==> src/rtl/scaled_index_adder.sv <==
module scaled_index_adder #(
  parameter int XLEN = 64
) (
  input  logic            clk,
  input  logic            rst_n,
  input  logic            in_valid,
  input  logic [31:0]     instr,
  input  logic [XLEN-1:0] src_a,
  input  logic [XLEN-1:0] src_b,
  input  logic            narrow_cfg,
  output logic            out_wr_en,
  output logic [4:0]      out_rd,
  output logic [XLEN-1:0] out_data,
  output logic            out_illegal
);
  localparam int HALF = XLEN / 2;
  localparam logic [5:0] FN_NARROW = 6'h05;
  localparam logic [5:0] FN_WIDE   = 6'h15;

  logic       base_ok, hit_narrow, hit_wide, do_write, do_trap;
  logic [2:0] shamt;
  logic [4:0] dest;
  logic [XLEN-1:0] sum, narrow_res;
  logic [9:0] unused_fields;

  assign unused_fields = instr[25:16];
  assign base_ok    = (instr[31:26] == 6'd0) && (instr[10:8] == 3'd0);
  assign hit_narrow = base_ok && (instr[5:0] == FN_NARROW);
  assign hit_wide   = base_ok && (instr[5:0] == FN_WIDE);
  assign dest       = instr[15:11];
  assign shamt      = {1'b0, instr[7:6]} + 3'd1;
  assign sum        = (src_a << shamt) + src_b;
  assign narrow_res = {{HALF{sum[HALF-1]}}, sum[HALF-1:0]};

  assign do_trap  = in_valid && hit_wide && narrow_cfg;
  assign do_write = in_valid && (hit_narrow || (hit_wide && !narrow_cfg)) && (dest != 5'd0);

  always_ff @(posedge clk) begin
    if (!rst_n) begin
      out_wr_en   <= 1'b0;
      out_illegal <= 1'b0;
      out_rd      <= '0;
      out_data    <= '0;
    end else begin
      out_wr_en   <= do_write;
      out_illegal <= do_trap;
      if (do_write) begin
        out_rd   <= dest;
        out_data <= hit_narrow ? narrow_res : sum;
      end
    end
  end

  AST_WE_ILL_EXCL: assert property (@(posedge clk) disable iff (!rst_n)
    !(out_wr_en && out_illegal));
  AST_NO_RD_ZERO: assert property (@(posedge clk) disable iff (!rst_n)
    out_wr_en |-> (out_rd != 5'd0));
  AST_NEEDS_VALID: assert property (@(posedge clk) disable iff (!rst_n)
    (out_wr_en || out_illegal) |-> $past(in_valid));
  AST_TRAP_CAUSE: assert property (@(posedge clk) disable iff (!rst_n)
    out_illegal |-> $past(narrow_cfg));
  AST_NARROW_SEXT: assert property (@(posedge clk) disable iff (!rst_n)
    (out_wr_en && ($past(instr[5:0]) == FN_NARROW)) |-> (out_data[XLEN-1:HALF] == {HALF{out_data[HALF-1]}}));
  AST_HOLD_DATA: assert property (@(posedge clk) disable iff (!rst_n)
    !out_wr_en |-> ($stable(out_data) && $stable(out_rd)));
endmodule

==> config.mk <==
export PLATFORM = sky130hd
export DESIGN_NAME = scaled_index_adder
export DESIGN_NICKNAME = d
export VERILOG_FILES = /design/src/rtl/scaled_index_adder.sv
export SDC_FILE = /design/constraint.sdc
export NUM_CORES = 1
export LEC_CHECK = 0
export ABC_AREA = 1
export CAP_MARGIN = 5
export CORE_ASPECT_RATIO = 1.1
export CORE_MARGIN = 2
export CORE_UTILIZATION = 35
export DETAILED_ROUTE_END_ITERATION = 8
export SLEW_MARGIN = 40
export SYNTH_ARGS = -nofsm -noshare
export SYNTH_HDL_FRONTEND = slang
export SYNTH_SLANG_ARGS = --single-unit
==> constraint.sdc <==
create_clock -name clk -period 4.7 [get_ports clk]
set_clock_uncertainty 0.05 [all_clocks]
set_input_delay 0.47 -clock clk [delete_from_list [all_inputs] [get_ports clk]]
set_output_delay 0.47 -clock clk [all_outputs]
set_load 0.02 [all_outputs]
==> summary.log <==
INFO  job            timing.max_cap.violations=0
INFO  global_routing met3_usage_grt=2.33%
INFO  global_routing grt_pass1_vias=11800
INFO  critical_path  crit_path_class=primary input to flip-flop
INFO  timing         period_minus_slack=3910ps
INFO  synthesis      yosysSeqAreaShare=13.6%
INFO  timing         final.setup.tns=0ps
INFO  place          place.detailed.hpwl=32800um
INFO  floorplan      die-area=31200um2
INFO  timing         slew_violations=0
INFO  routing        drt-total-wl=38400um
INFO  synthesis      yosys_warnings=0
INFO  global_routing grt_first_pass_wirelength=60100um
INFO  routing        ant_nets=0
INFO  synthesis      synth-async-reset-ratio=0%
INFO  routing        post-route-drc-count=0
INFO  global_routing grt_use_met2=37.9%
INFO  clock_network  insertion_delay=330ps
INFO  cells_and_area final_cell_count_no_fill=2588
INFO  clock_network  cts.sink_count=71
INFO  timing         rsz0062_at_grt=no
INFO  timing         maxSlewHeadroom=51.7%
INFO  timing         setup-violations-final=0
INFO  critical_path  critPathLaunchType=primary input
INFO  global_routing top_usage_layer_grt=met2
INFO  synthesis      synthesis.area_per_instance=5.17um2
INFO  synthesis      synth.lib_cells_used.distinct=42
INFO  synthesis      synthesis.nets=2251
INFO  clock_network  cts-htree-levels=3
INFO  floorplan      die_y=185um
INFO  global_routing grt_util_all_layers=24.4%
INFO  critical_path  crit_arrival=4050ps
INFO  floorplan      floorplan.die.width=169um
INFO  clock_network  cts_tree=built
INFO  cells_and_area layout.nets=2439
INFO  power_and_ir_drop power.ir.vdd_worst=0.123mV
INFO  synthesis      postSynthCellCount=2021
INFO  floorplan      placeableCoreArea=29500um2
INFO  outcome        status=completed
INFO  routing        dr.first_iter.drc_count=803
INFO  critical_path  worst_path_fanout_max=31
INFO  routing        vias_per_cell=5.00
INFO  place          dp.cells=2571
INFO  timing         tightest_slew=718ps
INFO  global_routing grt-ovfl-total=0
INFO  timing         fmax=0.255GHz
INFO  power_and_ir_drop power_leakage=7.15nW
INFO  clock_network  clock_path_buffers=2
INFO  min_path       min_path_type=flip-flop to flip-flop
INFO  critical_path  crit_required=4840ps
INFO  clock_network  cts-buffers-inserted=9
INFO  clock_network  clock_pin_slew_reported_for_the_worst_setup_and_hold_paths_after_clock_tree_synthesis=50ps
INFO  place          placedInstanceArea=13000um2
INFO  power_and_ir_drop pwr-share-clk=20.7%
INFO  clock_network  cts_setup_buffers=0
INFO  floorplan      fp-row-count=66
INFO  cells_and_area ant_cells=0
INFO  global_routing grt_start_max_net_pins=93
INFO  routing        routed_wire_length_per_instance=14.9um
INFO  cells_and_area drive_gt1_share=3.66%
INFO  synthesis      synth_enable_flop_cells=0
INFO  clock_network  post_cts.resized_instances=0
INFO  cells_and_area final_area=13300um2
INFO  critical_path  crit_path_capture_type=flip-flop
INFO  place          routability_driven_placement_congestion_ratio=0.935
INFO  power_and_ir_drop seq_power_share=18.6%
INFO  cells_and_area layout.cells.most_common_list=nand2_1 (758), inv_1 (339), nand3_1 (228)
INFO  power_and_ir_drop power_density=244nW/um2
INFO  timing         hold_violations=0
INFO  routing        routed-via-count=12900
INFO  synthesis      synth_seq_cells=71
INFO  power_and_ir_drop share_comb_of_total_power=60.7%
INFO  cells_and_area final_common_cell=nand2_1
INFO  power_and_ir_drop total_power=3.24mW
INFO  floorplan      ioPinCount=235
INFO  cells_and_area area.growth.synth_to_final=27.5%
INFO  timing         layout_worst_path_cycle_share=83.3%
INFO  global_routing grt_antenna_before_repair=0
INFO  routing        drt_pass1_iterations=5
INFO  synthesis      syn_area=10400um2
INFO  power_and_ir_drop switchingPower=1.55mW
INFO  clock_network  cts_hold_repair.buffers=0
INFO  global_routing gr-usage-met1=35.7%
INFO  place          port_buffers=224
INFO  floorplan      floorplan.initialDensity=35.4%
INFO  power_and_ir_drop swShare=47.9%
INFO  clock_network  clockRootBuffer=clkbuf_16
INFO  synthesis      synth_top_flop_cell=dfxtp_1
INFO  cells_and_area final_util=45.2%
INFO  power_and_ir_drop cellInternalPower=1.69mW
-- critical path, cell delays in order --
cell             delay [ps]
clkdlybuf4s50_1         430
ha_1                    310
buf_4                   290
buf_4                   360
nand3_1                 150
nand3_1                 120
o21ai_0                 100
ha_1                    470
nand2_1                 120
nor2_1                  140
inv_1                    80
nor3_1                  250
nand2_1                 130
nor2_1                  110
nand2_1                 100
nand3_1                 100
nand2_1                  50
nand3_1                 160
a21oi_1                  90
-- flip-flops by register name (all words and copies together) (netlist names) --
signal,count
out_illegal,1
out_data,64
out_wr_en,1
out_rd,5
-- metrics by stage --
step | hold WS (ps) | setup WS (ps)
CTS | 416 | 857
detailed placement | 407 | 516
finish | 409 | 786
global route | 434 | 449
floorplan | 491 | 1180
global placement | 399 | 502
-- power by group through the flow --
stage | clock (mW) | combinational (mW) | sequential (mW)
floorplan | 0 | 1.29 | 0.615
global placement | 0 | 1.92 | 0.615
detailed placement | 0 | 1.93 | 0.615
CTS | 0.691 | 1.94 | 0.602
global route | 0.713 | 2.21 | 0.601
finish | 0.672 | 1.97 | 0.602
-- cell type report --
type | instances | area [um2]
fill | 3261 | 16200
multi-input combinational | 1545 | 7460
timing repair buffer | 239 | 2370
sequential | 71 | 1420
inverter | 343 | 1290
tap | 374 | 468
clock buffer | 9 | 225
clock inverter | 7 | 72.6
-- cell usage after synthesis, types with 3 or more instances --
cell type	n	area, um2
dfxtp_1	71	1420
inv_1	340	1280
buf_1	15	56.3
xnor2_1	20	175
buf_2	7	35.0
nand2_1	758	2850
a21oi_2	21	184
a21oi_1	76	380
nand3_1	228	1140
nor2_1	142	533
nor3_1	15	75.1
nand2_2	7	43.8
buf_4	3	22.5
mux2i_1	4	40.0
o21ai_0	147	736
nor4_1	3	18.8
nand3b_1	8	60.1
clkbuf_1	34	128
nor2_2	6	37.5
nand4_1	12	75.1
xor2_1	9	78.8
inv_2	3	11.3
ha_1	65	813
-- final timing paths --
path                     start            to  slack, ps  cells past startpoint
setup reg to reg  out_data[42]  out_data[42]       3940                      2
setup / recovery      instr[7]  out_data[53]        790                     19
hold / removal       out_rd[2]     out_rd[2]        410                      2
hold reg to reg      out_rd[2]     out_rd[2]        410                      2
-- routing by layer --
metal | vias to the layer above | share of wire (%)
met2 | 417 | 42
li1 | 6696 | -
met4 | 0 | 2.2
met5 | - | 0
met3 | 46 | 6.3
met1 | 5773 | 49
-- kinds of logic after synthesis --
kind of cell	after synthesis	synth area share, %
adders and majority gates	66	7.98
DFF	71	13.6
AOI/OAI and AO/OA	253	13.3
and+or+nand+nor	1193	47.4
buffers and inverters	405	14.9
muxes	4	0.383
xor gates and xnor gates	29	2.43
Power figures use the tool's default switching activity.
